`src/rtl/cfg_bridge_pkg.sv`:
```
package cfg_bridge_pkg;
  typedef enum logic [1:0] {ST_IDLE, ST_LOCAL, ST_REQ, ST_RSP} xfer_state_e;

  typedef struct packed {
    logic        we;
    logic [7:0]  bus;
    logic [7:0]  devfn;
    logic [7:0]  off;
    logic [2:0]  len;
    logic [31:0] wdata;
  } cfg_req_t;

  // reverse the low sz bytes, leave the rest untouched
  function automatic logic [31:0] swap_bytes(input logic [31:0] v, input logic [2:0] sz);
    case (sz)
      3'd4:    return {v[7:0], v[15:8], v[23:16], v[31:24]};
      3'd2:    return {v[31:16], v[7:0], v[15:8]};
      default: return v;
    endcase
  endfunction
endpackage

```
`src/rtl/cfg_addr_reg.sv`:
```
module cfg_addr_reg (
  input  logic        clk_i,
  input  logic        rst_ni,
  input  logic        wr_i,
  input  logic [1:0]  off_i,
  input  logic [2:0]  size_i,
  input  logic [31:0] wdata_i,
  output logic [31:0] q_o
);
  always_ff @(posedge clk_i or negedge rst_ni) begin
    if (!rst_ni) q_o <= '0;
    else if (wr_i && off_i == 2'd0 && size_i == 3'd4) q_o <= wdata_i;
  end
endmodule

```
`src/rtl/cfg_decode.sv`:
```
module cfg_decode #(
  parameter int CFG_SPACE = 256,
  localparam int LIM_W = $clog2(CFG_SPACE) + 1
) (
  input  logic [31:0]      addr_q_i,
  input  logic [1:0]       lane_i,
  input  logic [2:0]       size_i,
  input  logic             hit_i,
  input  logic             hot_i,
  input  logic [LIM_W-1:0] limit_i,
  input  logic             fn0_hit_i,
  output logic [7:0]       bus_o,
  output logic [7:0]       devfn_o,
  output logic [7:0]       fn0_devfn_o,
  output logic [7:0]       off_o,
  output logic [2:0]       len_o,
  output logic             abort_o
);
  localparam logic [7:0]       OFF_MASK = 8'(CFG_SPACE - 1);
  localparam logic [LIM_W-1:0] SPACE_L  = LIM_W'(CFG_SPACE);

  logic [31:0]      tgt;
  logic [LIM_W-1:0] lim, off_l, room;
  logic             hidden;

  assign tgt         = addr_q_i | {30'b0, lane_i};
  assign bus_o       = tgt[23:16];
  assign devfn_o     = tgt[15:8];
  assign fn0_devfn_o = {tgt[15:11], 3'b000};
  assign off_o       = tgt[7:0] & OFF_MASK;

  assign lim    = (limit_i > SPACE_L) ? SPACE_L : limit_i;
  assign off_l  = LIM_W'(off_o);
  assign room   = lim - off_l;
  assign hidden = hot_i && (devfn_o[2:0] != 3'd0) && !fn0_hit_i;

  always_comb begin
    len_o = size_i;
    if (room < LIM_W'(size_i)) len_o = room[2:0];
  end

  assign abort_o = !tgt[31] || !hit_i || (lim <= off_l) || hidden;
endmodule

```
`src/rtl/cfg_xfer_fsm.sv`:
```
module cfg_xfer_fsm
  import cfg_bridge_pkg::*;
(
  input  logic        clk_i,
  input  logic        rst_ni,
  input  logic        acc_valid_i,
  input  logic        acc_sel_i,
  input  logic        acc_we_i,
  input  logic [2:0]  acc_size_i,
  input  logic [31:0] acc_wdata_i,
  input  logic [31:0] addr_q_i,
  input  logic [7:0]  bus_i,
  input  logic [7:0]  devfn_i,
  input  logic [7:0]  off_i,
  input  logic [2:0]  len_i,
  input  logic        abort_i,
  input  logic        dn_req_ready_i,
  input  logic        dn_rsp_valid_i,
  input  logic [31:0] dn_rsp_rdata_i,
  output logic        acc_ready_o,
  output logic        acc_done_o,
  output logic [31:0] rdata_le_o,
  output logic [2:0]  size_q_o,
  output logic        addr_wr_o,
  output logic        dn_req_valid_o,
  output cfg_req_t    dn_req_o
);
  xfer_state_e state_q;
  logic [31:0] local_q;
  logic        accept;

  assign accept    = acc_valid_i && (state_q == ST_IDLE);
  assign addr_wr_o = accept && !acc_sel_i && acc_we_i;

  always_ff @(posedge clk_i or negedge rst_ni) begin
    if (!rst_ni) begin
      state_q  <= ST_IDLE;
      local_q  <= '0;
      size_q_o <= 3'd4;
      dn_req_o <= '0;
    end else begin
      unique case (state_q)
        ST_IDLE: if (accept) begin
          size_q_o <= acc_size_i;
          if (!acc_sel_i) begin
            local_q <= acc_we_i ? 32'h0 : addr_q_i;
            state_q <= ST_LOCAL;
          end else if (abort_i) begin
            local_q <= 32'hFFFF_FFFF;
            state_q <= ST_LOCAL;
          end else begin
            dn_req_o <= '{we: acc_we_i, bus: bus_i, devfn: devfn_i, off: off_i,
                          len: len_i, wdata: acc_wdata_i};
            state_q  <= ST_REQ;
          end
        end
        ST_LOCAL: state_q <= ST_IDLE;
        ST_REQ:   if (dn_req_ready_i) state_q <= ST_RSP;
        ST_RSP:   if (dn_rsp_valid_i) state_q <= ST_IDLE;
        default:  state_q <= ST_IDLE;
      endcase
    end
  end

  assign acc_ready_o    = (state_q == ST_IDLE);
  assign dn_req_valid_o = (state_q == ST_REQ);
  assign acc_done_o     = (state_q == ST_LOCAL) || (state_q == ST_RSP && dn_rsp_valid_i);
  assign rdata_le_o     = (state_q == ST_RSP) ? dn_rsp_rdata_i : local_q;
endmodule

```
`src/rtl/cfg_access_bridge.sv`:
```
module cfg_access_bridge
  import cfg_bridge_pkg::*;
#(
  parameter int CFG_SPACE  = 256,
  parameter bit BIG_ENDIAN = 1'b0
) (
  input  logic                         clk_i,
  input  logic                         rst_ni,
  input  logic                         acc_valid_i,
  output logic                         acc_ready_o,
  input  logic                         acc_sel_i,
  input  logic                         acc_we_i,
  input  logic [1:0]                   acc_off_i,
  input  logic [2:0]                   acc_size_i,
  input  logic [31:0]                  acc_wdata_i,
  output logic                         acc_done_o,
  output logic [31:0]                  acc_rdata_o,
  output logic [7:0]                   probe_bus_o,
  output logic [7:0]                   probe_devfn_o,
  output logic [7:0]                   probe_fn0_devfn_o,
  input  logic                         probe_hit_i,
  input  logic                         probe_hotplug_i,
  input  logic [$clog2(CFG_SPACE):0]   probe_limit_i,
  input  logic                         probe_fn0_hit_i,
  output logic                         dn_req_valid_o,
  input  logic                         dn_req_ready_i,
  output logic                         dn_we_o,
  output logic [7:0]                   dn_bus_o,
  output logic [7:0]                   dn_devfn_o,
  output logic [7:0]                   dn_off_o,
  output logic [2:0]                   dn_len_o,
  output logic [31:0]                  dn_wdata_o,
  input  logic                         dn_rsp_valid_i,
  input  logic [31:0]                  dn_rsp_rdata_i
);
  logic [31:0] wdata_le, rdata_le, addr_q;
  logic [2:0]  size_q, dec_len;
  logic [7:0]  dec_off;
  logic        dec_abort, addr_wr;
  cfg_req_t    req;

  generate
    if (BIG_ENDIAN) begin : g_be
      assign wdata_le    = swap_bytes(acc_wdata_i, acc_size_i);
      assign acc_rdata_o = swap_bytes(rdata_le, size_q);
    end else begin : g_le
      assign wdata_le    = acc_wdata_i;
      assign acc_rdata_o = rdata_le;
    end
  endgenerate

  cfg_addr_reg u_areg (
    .clk_i, .rst_ni,
    .wr_i(addr_wr), .off_i(acc_off_i), .size_i(acc_size_i),
    .wdata_i(wdata_le), .q_o(addr_q)
  );

  cfg_decode #(.CFG_SPACE(CFG_SPACE)) u_dec (
    .addr_q_i(addr_q), .lane_i(acc_off_i), .size_i(acc_size_i),
    .hit_i(probe_hit_i), .hot_i(probe_hotplug_i), .limit_i(probe_limit_i),
    .fn0_hit_i(probe_fn0_hit_i),
    .bus_o(probe_bus_o), .devfn_o(probe_devfn_o), .fn0_devfn_o(probe_fn0_devfn_o),
    .off_o(dec_off), .len_o(dec_len), .abort_o(dec_abort)
  );

  cfg_xfer_fsm u_fsm (
    .clk_i, .rst_ni,
    .acc_valid_i, .acc_sel_i, .acc_we_i, .acc_size_i,
    .acc_wdata_i(wdata_le), .addr_q_i(addr_q),
    .bus_i(probe_bus_o), .devfn_i(probe_devfn_o), .off_i(dec_off),
    .len_i(dec_len), .abort_i(dec_abort),
    .dn_req_ready_i, .dn_rsp_valid_i, .dn_rsp_rdata_i,
    .acc_ready_o, .acc_done_o, .rdata_le_o(rdata_le), .size_q_o(size_q),
    .addr_wr_o(addr_wr), .dn_req_valid_o, .dn_req_o(req)
  );

  assign dn_we_o    = req.we;
  assign dn_bus_o   = req.bus;
  assign dn_devfn_o = req.devfn;
  assign dn_off_o   = req.off;
  assign dn_len_o   = req.len;
  assign dn_wdata_o = req.wdata;
endmodule

```
`config.mk`:
```
export PLATFORM = sky130hd
export DESIGN_NAME = cfg_access_bridge
export DESIGN_NICKNAME = d
export VERILOG_FILES = /design/src/rtl/cfg_bridge_pkg.sv /design/src/rtl/cfg_addr_reg.sv /design/src/rtl/cfg_decode.sv /design/src/rtl/cfg_xfer_fsm.sv /design/src/rtl/cfg_access_bridge.sv
export SDC_FILE = /design/constraint.sdc
export NUM_CORES = 1
export LEC_CHECK = 0
export CAP_MARGIN = 20
export CORE_UTILIZATION = 50
export DETAILED_ROUTE_END_ITERATION = 16
export DONT_BUFFER_PORTS = 1
export GPL_ROUTABILITY_DRIVEN = 1
export GPL_TIMING_DRIVEN = 0
export REMOVE_ABC_BUFFERS = 1
export SETUP_SLACK_MARGIN = 0.15
export SKIP_LAST_GASP = 1
export SYNTH_ARGS = -nofsm -noshare
export SYNTH_HDL_FRONTEND = slang
export SYNTH_SLANG_ARGS = --single-unit
export TNS_END_PERCENT = 1
```
`constraint.sdc`:
```
create_clock -name clk_i -period 10.84 [get_ports clk_i]
set_input_delay 0.542 -clock clk_i [delete_from_list [all_inputs] [get_ports clk_i]]
set_output_delay 0.542 -clock clk_i [all_outputs]
set_load 0.05 [all_outputs]
```
; After elaboration in Yosys (flattened, before gate mapping)
; Index checks and enable logic that the tools add are counted.
[totals]
reg_bits = 126
in_bits = 88
output_inout_bits = 119
elab_cells = 57
[op_classes]
addsub = 1
magnitude_cmp = 3
eq_ne = 8
muxes = 12
bitwise = 2
n_reduce_logical = 22
[ops]
columns = op, count
row1 = $mux 32, 4
row2 = $or 32x2->32, 1
row3 = $mux 2, 5
row4 = $gt 9x9->1 const B, 1
row5 = $le 9x8->1, 1
row6 = $lt 9x3->1, 1
row7 = $mux 9, 1
row8 = $sub 9x8->9, 1
row9 = $logic_and 1x1->1, 8
row10 = $pmux 2 s4, 1
row11 = $ne 2x1->1 const B, 3
row12 = $reduce_and 3->1, 2
row13 = $eq 2x2->1 const B, 2
row14 = $logic_not 1->1, 4
row15 = $logic_not 2->1, 2
row16 = $logic_or 1x1->1, 4
row17 = $reduce_and 4->1, 1
row18 = $eq 3x3->1 const B, 1
row19 = $mux 3, 1
row20 = $reduce_bool 3->1, 1
row21 = $eq 2x1->1 const B, 1
row22 = $ne 2x2->1 const B, 1
row23 = $not 1->1, 1

; Depth between registers and ports, before layout
; Gate-level depths: netlist of the first run.
[logic_depth]
ltp_word = 9
depth_mapped = 13
ltp_nobuf = 11

; Cells and area by module
; From an unflattened synthesis of the first run, not the netlist that was laid out.
[unflattened]
cells_unflattened = 484
area_unflattened_um2 = 6666.4
[modules_own_cells]
columns = module, instances, cells_each, area_per_inst_um2, seq_area_each_um2
row1 = cfg_xfer_fsm, 1, 299, 4481.8, 2428.6
row2 = cfg_addr_reg, 1, 69, 1323.8, 800.8
row3 = cfg_decode, 1, 116, 860.8, 0.0

; Worst setup path after synthesis of the first run
; Ideal clock, no wire load.
[synth_path]
path_type = input -> register
startpoint = input probe_limit_i[8]
endpoint = register u_fsm.dn_req_o[33] (netlist name)
setup_time_ps = 124
t_arrival_ps = 3464
required_time_ps = 10716
setup_slack_ps = 7252
stages = 13
path_buffers = 2
path_cell_list = clkbuf_1 inv_1 nand2_1 ha_1 fa_1 inv_1 ha_1 a21o_1 a221o_1 or4b_1 clkbuf_2 o31a_2 o31a_1
[synth_between]
elab_chain_len = 7
word_cells_on_any_way = 10
classes_between = add/sub (1) / order compare (3) / mux (2) / bitwise (1) / reduce/logical (3)
[synth_lines]
columns = element, line
row1 = from (decl), cfg_access_bridge.sv:23  ; input logic [$clog2(CFG_SPACE):0] probe_limit_i,
row2 = $gt 9x9->1, cfg_decode.sv:32  ; assign lim = (limit_i > SPACE_L) ? SPACE_L : limit_i;
row3 = $mux 9 (*), cfg_decode.sv:32
row4 = "parallel branches: the longest is 5 deep, another holds $sub 9x8->9", -
row5 = to (signal assigned), cfg_xfer_fsm.sv:52  ; dn_req_o <= '{we: acc_we_i, bus: bus_i, devfn: devfn_i, off: off_i,
row6 = to (decl), cfg_xfer_fsm.sv:26  ; output cfg_req_t dn_req_o
; Every way passes the cells marked *.
; A chain may end at the register's enable or synchronous reset.

; Worst setup path after layout of the first run
[layout_path]
startpoint = register u_areg.q_o[0]
endpoint = register u_fsm.dn_req_o[34] (netlist name)
[layout_between]
elab_chain_len = 6
word_cells_on_any_way = 9
classes_between = add/sub (1) / order compare (2) / mux (1) / bitwise (2) / reduce/logical (3)
[layout_lines]
columns = element, line
row1 = from (decl), cfg_addr_reg.sv:8  ; output logic [31:0] q_o
row2 = from (signal assigned), cfg_addr_reg.sv:12  ; else if (wr_i && off_i == 2'd0 && size_i == 3'd4) q_o <= wdata_i;
row3 = $or 32x2->32 (*), cfg_decode.sv:26  ; assign tgt = addr_q_i | {30'b0, lane_i};
row4 = named net dec_off[0], cfg_access_bridge.sv:38  ; logic [7:0] dec_off;
row5 = "parallel branches: the longest is 5 deep, another holds $sub 9x8->9", -
; Mark *: on every way through the listed nets, which the timed path passes.

==> impl_metrics.tcl, run 1 <==
set metrics [dict create \
    outcome "complete, no violations" \
    syn_area_mm2 0.00613 \
    synth_edf_count 0 \
    post-dp-hpwl_um 9080 \
    p_leak_nw 3.16 \
    final_cell_mix "126 x dfrtp_1, 113 x mux2_2, 72 x a21oi_1" \
    ys.flop_type "dfrtp_1" \
    intPower_mw 1.07 \
    path_depth 10 \
    avgSynthCellArea_um2 11.5 \
    seq_area_frac_synth 0.514 \
    critPathSlowestCell "or4b_1" \
    ant_nets 0 \
    pwr-share-clk 0.314 \
    final_common_cell "dfrtp_1" \
    period_needed_ns 3.63 \
    syn2layout_area_growth_pct 11.2 \
    via_per_inst 6.10 \
    p_per_area_mw_per_mm2 262 \
    drtIter0Drc 188 \
    core-area_mm2 0.0120 \
    ctsResizeCount 0 \
    htreeDepth 4 \
    cp.required_ns 11.16 \
    crit_buf_inv 1 \
    grt.total_usage 0.221 \
    drt-total-wl_um 13600 \
    ys_async_sr_fraction 1.00 \
    clockBufferDepth 2 \
    arrival_ns 3.95 \
    cts_root_buf "clkbuf_16" \
    seqPwrFrac 0.397 \
    design_area_mm2 0.00682 \
    dpl_cell_area_mm2 0.00621 \
    grt_pass1_vias 4033 \
    vias 4023 \
    pre_cts_ws_ns 7.11 \
    dr.pass1.iters 5 \
    crit_type "reg2reg" \
    fmax_mhz 276 \
    final-max-slew-violation-count 0 \
    end_kind "register" \
    antenna_found_initial 0 \
    start_util 0.512 \
    cts_tree "yes" \
    hold_class "in2async" \
    p_comb_frac 0.289 \
    ys_types 44 \
    synth_fa_ha_area_frac 0.0237 \
    syn_inst 533 \
    die_area_mm2 0.0127 \
    finClkSkew_ns 0.0169 \
    layout-drive-gt1-share 0.312 \
    tightest_slew_ns 0.974 \
    yosysWarnings 0 \
    rsz0062_at_grt "no" \
    r2r_cells 10 \
    fin_crit_sh 0.335 \
    path_cells "or2_2 -> ha_1 -> fa_1 -> inv_1 -> ha_1 -> a21o_1 -> a221o_1 -> or4b_1 -> or4_1 -> a31oi_1" \
    path_delay_family "simple AND/OR/NAND/NOR gates" \
    max-slew-margin-rel 0.351 \
    path_common_cell "ha_1" \
    wl_per_cell_um 20.6 \
    grt_max_degree 127 \
    layout.nets 603 \
    place.gp.congestion 0.794 \
    synth_compound_area_frac 0.133 \
    synth_mux_area_frac 0.208 \
    synth-xor-area-share 0.00143 \
    synth_top_family_by_area "multiplexers" \
    synth-seq-cells 126 \
    switchingPower_mw 0.718 \
    num_antenna_cells 0 \
    num_rows 40 \
    ios 207 \
    fin_setup_tns_ns 0 \
    grt.overflow.total 0 \
    irDropWorstVdd_v 0.000150 \
    grt_pass1_wl_um 21300 \
    clkTransAtPathRegs_ns 0.05 \
    drc 0 \
    cts_sinks 126 \
    finalHoldViolations 0 \
    crit_path_max_incr_delay_ns 0.63 \
    portBuffers 0 \
    die_x_um 113 \
    start_kind "register" \
    crit_fanout 6 \
    yosys.area_share.simple 0.0576 \
    p_sw_frac 0.402 \
    clk_latency_ns 0.41 \
    report.final.setup_viol 0 \
    worst_slack_ns 7.21 \
    fp.dieH_um 113 \
    maxCapViolations 0 \
    numCtsBuffers 17 \
]
-- through the flow --
stage | utilization | instances | total power, mW | hold slack [ns]
2_1_floorplan | - | 474 | 1.15 | 0.246
3_3_place_gp | 0.502 | 621 | 1.20 | 0.248
3_5_place_dp | 0.519 | 631 | 1.22 | 0.248
4_1_cts | 0.570 | 660 | 1.80 | 0.133
5_1_grt | 0.570 | 660 | 1.86 | 0.114
6_report | 0.570 | 660 | 1.79 | 0.110
-- timing repair --
| action | in CTS | in global routing |
|---|---|---|
| hold buffers | 1 | 0 |
| hold endpoints to repair | 126 | 0 |
| buffers inserted | 0 | 0 |
-- path summary, 6_finish.rpt --
path                       slack [ns]            start                 end
setup reg to reg                 7.21    u_areg.q_o[0]  u_fsm.dn_req_o[34]
setup / recovery                 7.21    u_areg.q_o[0]  u_fsm.dn_req_o[34]
min in group clk_i               0.27  acc_wdata_i[12]      u_areg.q_o[12]
hold / removal                   0.11           rst_ni       u_areg.q_o[0]
max in group asynchronous       10.25           rst_ni       u_areg.q_o[8]
hold reg to reg                  0.51   u_areg.q_o[27]      u_areg.q_o[27]
-- sequential cells by signal, summed over array words and instances (netlist names) --
| register | count |
|---|---|
| u_fsm.dn_req_o | 60 |
| u_areg.q_o | 32 |
| u_fsm.local_q | 32 |
| u_fsm.state_q | 2 |
-- metal layers --
metal | up-vias | share of wire | global-route usage
met5 | - | 0 | 0
met4 | 0 | 0.014 | 0.0827
met3 | 16 | 0.077 | 0.0836
met2 | 158 | 0.46 | 0.331
met1 | 1997 | 0.45 | 0.292
li1 | 1852 | - | -
-- area by class of cell --
class,instances,area [um2]
Multi-Input combinational cell,333,2640
Clock inverter,7,114
Clock buffer,21,460
Tap cell,147,184
Sequential cell,126,3150
Timing Repair Buffer,11,211
Fill cell,1054,5150
Inverter,15,56.3
-- power by group through the flow --
stage          Combinational, mW  Clock, mW  Sequential [mW]
6_report                   0.517      0.561            0.710
5_1_grt                    0.549      0.595            0.720
4_1_cts                    0.519      0.573            0.710
3_5_place_dp               0.507          0            0.716
3_3_place_gp               0.489          0            0.714
2_1_floorplan              0.457          0            0.689
-- worst register-to-register path, cell delays in order, from the launching register on --
cell and delay [ns]:
dfrtp_1 0.40, or2_2 0.32, ha_1 0.24, fa_1 0.51, inv_1 0.05, ha_1 0.26
a21o_1 0.16, a221o_1 0.28, or4b_1 0.63, or4_1 0.52, a31oi_1 0.17
-- cells in the mapped netlist, types with 8 or more instances --
| cell | n | area, um2 |
|---|---|---|
| buf_4 | 24 | 180 |
| o21ai_0 | 12 | 60.1 |
| inv_1 | 15 | 56.3 |
| ha_1 | 10 | 125 |
| dfrtp_1 | 126 | 3150 |
| nand2_1 | 16 | 60.1 |
| clkbuf_1 | 33 | 124 |
| a31oi_1 | 34 | 213 |
| mux2_2 | 113 | 1270 |
| a21oi_1 | 72 | 360 |
| nor2_1 | 8 | 30.0 |
| nor2b_1 | 12 | 75.1 |
-- logic make-up (layout without fill, tap and decap cells) --
logic type / Yosys count / after routing
xor gates and xnor gates: 1 / 1
other: 1 / 3
and+or+nand+nor: 64 / 64
AOI/OAI and AO/OA: 141 / 141
DFF: 126 / 126
buffers and inverters: 76 / 54
adders and majority gates: 11 / 11
muxes: 113 / 113
Power figures use the tool's default switching activity.
==> run 2: changes to the inputs <==
- PLACE_DENSITY: default -> 0.68
- clock period: 10.84 -> 3.3 ns (I/O delays scaled with it)
==> run 2 against run 1 <==
Compared with the run above:
- the flow now finishes with violations (negative hold slack, negative setup slack)
- non-clock buffer count increased by 44
- final cell count increased by 7.3%
- first-iteration DRC count increased by 36%
- sequential power increased to 3.3 times the previous value
- flip-flop and latch count unchanged
- critical endpoint is now u_fsm.dn_req_o[32]
==> impl_metrics.tcl, run 2 (same netlist as run 1, synthesis figures left out) <==
set metrics [dict create \
    wl_per_cell_um 20.4 \
    grt_max_degree 127 \
    tightest_slew_ns 0.958 \
    crit_type "reg2reg" \
    syn2layout_area_growth_pct 19.7 \
    hold_class "in2reg" \
    wl_met2_um 7140 \
    crit_fanout 4 \
    r2r_slack_ns -0.13 \
    fin_crit_sh 1.04 \
    post-dp-hpwl_um 9400 \
    finalHoldViolations 1 \
    grt.total_usage 0.234 \
    min-delay-start "acc_off_i[1]" \
    num_rows 40 \
    rsz0062_at_grt "yes" \
    hold_end "u_fsm.dn_req_o[36]" \
    rr_startpoint "u_areg.q_o[0]" \
    outcome "finished with violations" \
    fmax_mhz 292 \
    drc 0 \
    wl_met1_um 6010 \
    finClkSkew_ns 0.00651 \
    portBuffers 0 \
    worst_slack_ns -0.127 \
    grt_pass1_wl_um 22600 \
    clkTransAtPathRegs_ns 0.05 \
    numCtsBuffers 17 \
    drtIter0Drc 256 \
    arrival_ns 3.76 \
    largest_reg_flops 60 \
    r2r_end "u_fsm.dn_req_o[32]" \
    cts_root_buf "clkbuf_16" \
    cp.required_ns 3.63 \
    end_kind "register" \
    regMostFlops "u_fsm.dn_req_o" \
    max-slew-margin-rel 0.362 \
    violations "negative hold slack, negative setup slack" \
    antenna_found_initial 0 \
    die_x_um 113 \
    die_area_mm2 0.0127 \
    critPathSlowestCell "or4b_4" \
    start_kind "register" \
    holdWs_ns -0.0173 \
    irDropWorstVdd_v 0.000512 \
    htreeDepth 4 \
    p_leak_nw 3.37 \
    final-max-slew-violation-count 0 \
    power_mw 5.96 \
    num_antenna_cells 0 \
    grt_pass1_vias 4285 \
    vias 4288 \
    layout.nets 647 \
    p_per_area_mw_per_mm2 813 \
    r2r_cells 10 \
    drt-total-wl_um 14500 \
    final_cell_mix "126 x dfrtp_1, 113 x mux2_2, 72 x a21oi_1" \
    maxCapViolations 0 \
    layout-drive-gt1-share 0.312 \
    pre_cts_ws_ns -0.340 \
    dr.pass1.iters 5 \
    start_util 0.512 \
    cts_sinks 126 \
    ant_nets 0 \
    final_common_cell "dfrtp_1" \
    via_per_inst 6.06 \
    core-area_mm2 0.0120 \
    cts_tree "yes" \
    period_needed_ns 3.43 \
    place.gp.congestion 0.857 \
    route.top_layer_used "met4" \
    fp.dieH_um 113 \
    ios 207 \
    fin_cells 708 \
    reg.largest.list "u_fsm.dn_req_o x60, u_areg.q_o x32, u_fsm.local_q x32" \
    fin_util 0.613 \
    fillerInstances 948 \
    grt.overflow.total 0 \
    clockBufferDepth 2 \
    report.final.setup_viol 3 \
    crit_path_max_incr_delay_ns 0.56 \
    path_cells "or2_4 -> ha_4 -> fa_2 -> inv_1 -> ha_1 -> a21o_1 -> a221o_1 -> or4b_4 -> or4_1 -> a31oi_1" \
    clk_latency_ns 0.41 \
    wl_met3_um 1040 \
    hold-path-cell-count 2 \
    numPlacedInstances 632 \
]
==> run 2: cell types whose count changed in the layout (fill, tap and decap cells not counted), moves of 2 or more <==
| cell | delta |
|---|---|
| clkinvlp_4 | +2 |
| dlygate4sd3_1 | +38 |
| buf_4 | +4 |
| clkbuf_8 | +2 |
| buf_16 | +2 |
==> run 2: what timing repair did <==
item	in CTS	in global routing
setup endpoints to repair	3	12
gates resized for setup	4	3
hold buffers	40	0
endpoints found under the hold margin	226	0
buffers inserted	2	2
pin swaps	6	3
==> run 2: where the power goes <==
group	internal (mW)	total (mW)	switching, mW	leakage [nW]
registers	1.84	2.33	0.491	1.65
clock network	1.19	1.85	0.664	0.290
logic	0.515	1.78	1.27	1.43
total	3.54	5.96	2.42	3.37
==> run 2: worst max-delay path: cells and delay by family, from the launching register on <==
family,cells,cell delay [ns]
compound gates,3,0.63
fa+ha+maj,3,0.98
buf+inv,1,0.04
flops,1,0.39
simple gates,3,1.30
==> run 2: worst max-delay path by stage <==
stage	from	endpoint	slack [ns]	cells past startpoint
detailed placement	u_areg.q_o[0]	u_fsm.dn_req_o[32]	-0.34	10
CTS	u_areg.q_o[0]	u_fsm.dn_req_o[32]	-0.13	10
finish	u_areg.q_o[0]	u_fsm.dn_req_o[32]	-0.13	10
global route	u_areg.q_o[0]	u_fsm.dn_req_o[32]	-0.21	10
global placement	u_fsm.state_q[0]	u_areg.q_o[19]	-4.31	4
floorplan	u_fsm.state_q[0]	u_areg.q_o[0]	-1.63	4
==> run 2: per-stage QoR <==
stage                     setup TNS, ns  instance area [um2]
after floorplan                 -156.07                 5820
after global placement          -389.57                 6000
after detailed placement         -0.971                 6250
after CTS                        -0.286                 7310
after global routing             -0.576                 7330
final                            -0.335                 7330
==> run 2: final cells by class <==
class / instances / area (um2) / area share
Multi-Input combinational cell: 333 / 2670 / 0.364
Sequential cell: 126 / 3150 / 0.430
Clock inverter: 9 / 108 / 0.0147
Clock buffer: 23 / 488 / 0.0665
Tap cell: 147 / 184 / 0.0251
Timing Repair Buffer: 55 / 677 / 0.0923
Inverter: 15 / 56.3 / 0.00768
==> run 2: metal layers <==
metal / up-vias / GRT usage
met5: - / 0
met2: 198 / 0.383
met3: 21 / 0.0611
li1: 1955 / -
met4: 0 / 0.100
met1: 2114 / 0.295
==> run 3: changes to the inputs <==
- CORE_MARGIN: default -> 4
==> run 3 against run 2 <==
Compared with the run above:
- largest cell class unchanged
- worst setup slack better by 0.058 ns
- sequential power hardly changed
- clock-buffer cell count is 6 lower
- core utilization is 0.067 points higher
- register-to-register slack better by 0.06 ns
- global-route usage is 2.0 points lower
- design area is 0.53% higher
- clock skew is 0.0032 ns higher
- combinational power hardly changed
- the run ends with negative setup slack left
- via count is 0.91% lower
==> impl_metrics.tcl, run 3 (same netlist as run 1, synthesis figures left out) <==
set metrics [dict create \
    outcome "finished with violations" \
    violations "negative setup slack" \
    worst_slack_ns -0.0692 \
    arrival_ns 3.70 \
    antenna_found_initial 0 \
    finalHoldViolations 0 \
    p_per_area_mw_per_mm2 816 \
    grt_pass1_vias 4425 \
    fin_cells 707 \
    reg.largest.list "u_fsm.dn_req_o x60, u_areg.q_o x32, u_fsm.local_q x32" \
    clk_latency_ns 0.41 \
    cp.required_ns 3.63 \
    grt_max_degree 127 \
    portBuffers 0 \
    p_leak_nw 3.38 \
    start_kind "register" \
    clockBufferDepth 2 \
    final_common_cell "dfrtp_1" \
    wl_per_cell_um 21.0 \
    die_x_um 119 \
    r2r_slack_ns -0.07 \
    drtIter0Drc 296 \
    grt.total_usage 0.214 \
    crit_type "reg2reg" \
    num_rows 40 \
    clkTransAtPathRegs_ns 0.06 \
    numCtsBuffers 17 \
    max-slew-margin-rel 0.263 \
    crit_fanout 6 \
    core-area_mm2 0.0120 \
    fin_setup_tns_ns -0.188 \
    end_kind "register" \
    regMostFlops "u_fsm.dn_req_o" \
    cts_tree "yes" \
    die_area_mm2 0.0141 \
    grt.overflow.total 0 \
    rsz0062_at_grt "yes" \
    drc 0 \
    ios 207 \
    ant_nets 0 \
    tightest_slew_ns 1.10 \
    maxCapViolations 0 \
    finClkSkew_ns 0.00972 \
    path_cells "or2_4 -> ha_4 -> fa_2 -> inv_1 -> ha_1 -> a21o_1 -> a221o_1 -> or4b_4 -> or4_1 -> a31oi_1" \
    fmax_mhz 297 \
    grt_pass1_wl_um 23800 \
    num_antenna_cells 0 \
    post-dp-hpwl_um 9990 \
    htreeDepth 4 \
    via_per_inst 6.01 \
    cts_sinks 126 \
    largest_reg_flops 60 \
    numPlacedInstances 632 \
    report.final.setup_viol 3 \
    final-max-slew-violation-count 0 \
    fin_crit_sh 1.02 \
    dr.pass1.iters 5 \
    place.gp.congestion 0.872 \
    critPathSlowestCell "fa_2" \
    hold_class "in2reg" \
    crit_path_max_incr_delay_ns 0.53 \
    fp.dieH_um 119 \
    drt-total-wl_um 14900 \
    power_mw 6.02 \
    irDropWorstVdd_v 0.000574 \
    layout-drive-gt1-share 0.307 \
    layout.nets 646 \
    start_util 0.510 \
    cts_root_buf "clkbuf_16" \
    period_needed_ns 3.37 \
    vias 4249 \
    final_cell_mix "126 x dfrtp_1, 113 x mux2_2, 72 x a21oi_1" \
    syn2layout_area_growth_pct 20.3 \
]
## run 3: cell type report
| type | count | area (um2) |
|---|---|---|
| clock inverter | 15 | 186 |
| sequential | 126 | 3150 |
| multi-input combinational | 333 | 2660 |
| tap | 147 | 184 |
| timing repair buffer | 54 | 709 |
| fill | 951 | 4640 |
| inverter | 15 | 56.3 |
| clock buffer | 17 | 425 |
## run 3: worst paths after layout
check,from,endpoint,cells after the start
setup / recovery,u_areg.q_o[0],u_fsm.dn_req_o[32],10
hold / removal,acc_off_i[0],u_fsm.dn_req_o[35],2
setup reg to reg,u_areg.q_o[0],u_fsm.dn_req_o[32],10
hold reg to reg,u_areg.q_o[30],u_areg.q_o[30],1
max in group asynchronous,rst_ni,u_areg.q_o[0],2
min in group asynchronous,rst_ni,u_fsm.dn_req_o[1],2
## run 3: per-stage QoR
stage / worst slack, ns / hold slack (ns) / area, um2 / utilization
2_1_floorplan: -1.63 / -0.131 / 5820 / -
3_3_place_gp: -3.96 / -0.128 / 6000 / 0.499
3_5_place_dp: -0.271 / -0.128 / 6280 / 0.523
4_1_cts: -0.0464 / 0.0160 / 7370 / 0.614
5_1_grt: -0.190 / 0.0241 / 7370 / 0.614
6_report: -0.0692 / 0.0445 / 7370 / 0.614
## run 3: routing by layer
| metal | up-vias | wire length, um | GRT usage |
|---|---|---|---|
| li1 | 1949 | - | - |
| met1 | 2115 | 6150 | 0.267 |
| met2 | 172 | 7350 | 0.349 |
| met3 | 13 | 1200 | 0.0713 |
| met4 | 0 | 168 | 0.0775 |
| met5 | - | 0 | 0 |
## run 3: worst max-delay path: cells and delay by family (launching register included)
family / cells / cell delay, ns
AO/OA/AOI/OAI: 3 / 0.61
adder cells (fa/ha/maj): 3 / 0.96
buffers and inverters: 1 / 0.04
flip-flops: 1 / 0.39
AND/OR/NAND/NOR: 3 / 1.29
## run 3: power breakdown
group | leakage [nW] | internal, mW | total [mW] | switching [mW]
clock network | 0.292 | 1.20 | 1.91 | 0.714
logic | 1.44 | 0.507 | 1.77 | 1.26
registers | 1.65 | 1.84 | 2.33 | 0.498
total | 3.38 | 3.54 | 6.02 | 2.48
## run 3: repair_timing
action / 4_1_cts / 5_1_grt
gates resized for setup: 4 / 1
endpoints found under the hold margin: 228 / 0
pin swaps: 1 / 1
hold buffers: 42 / 0
setup endpoints to repair: 3 / 20
setup buffers: 1 / 0
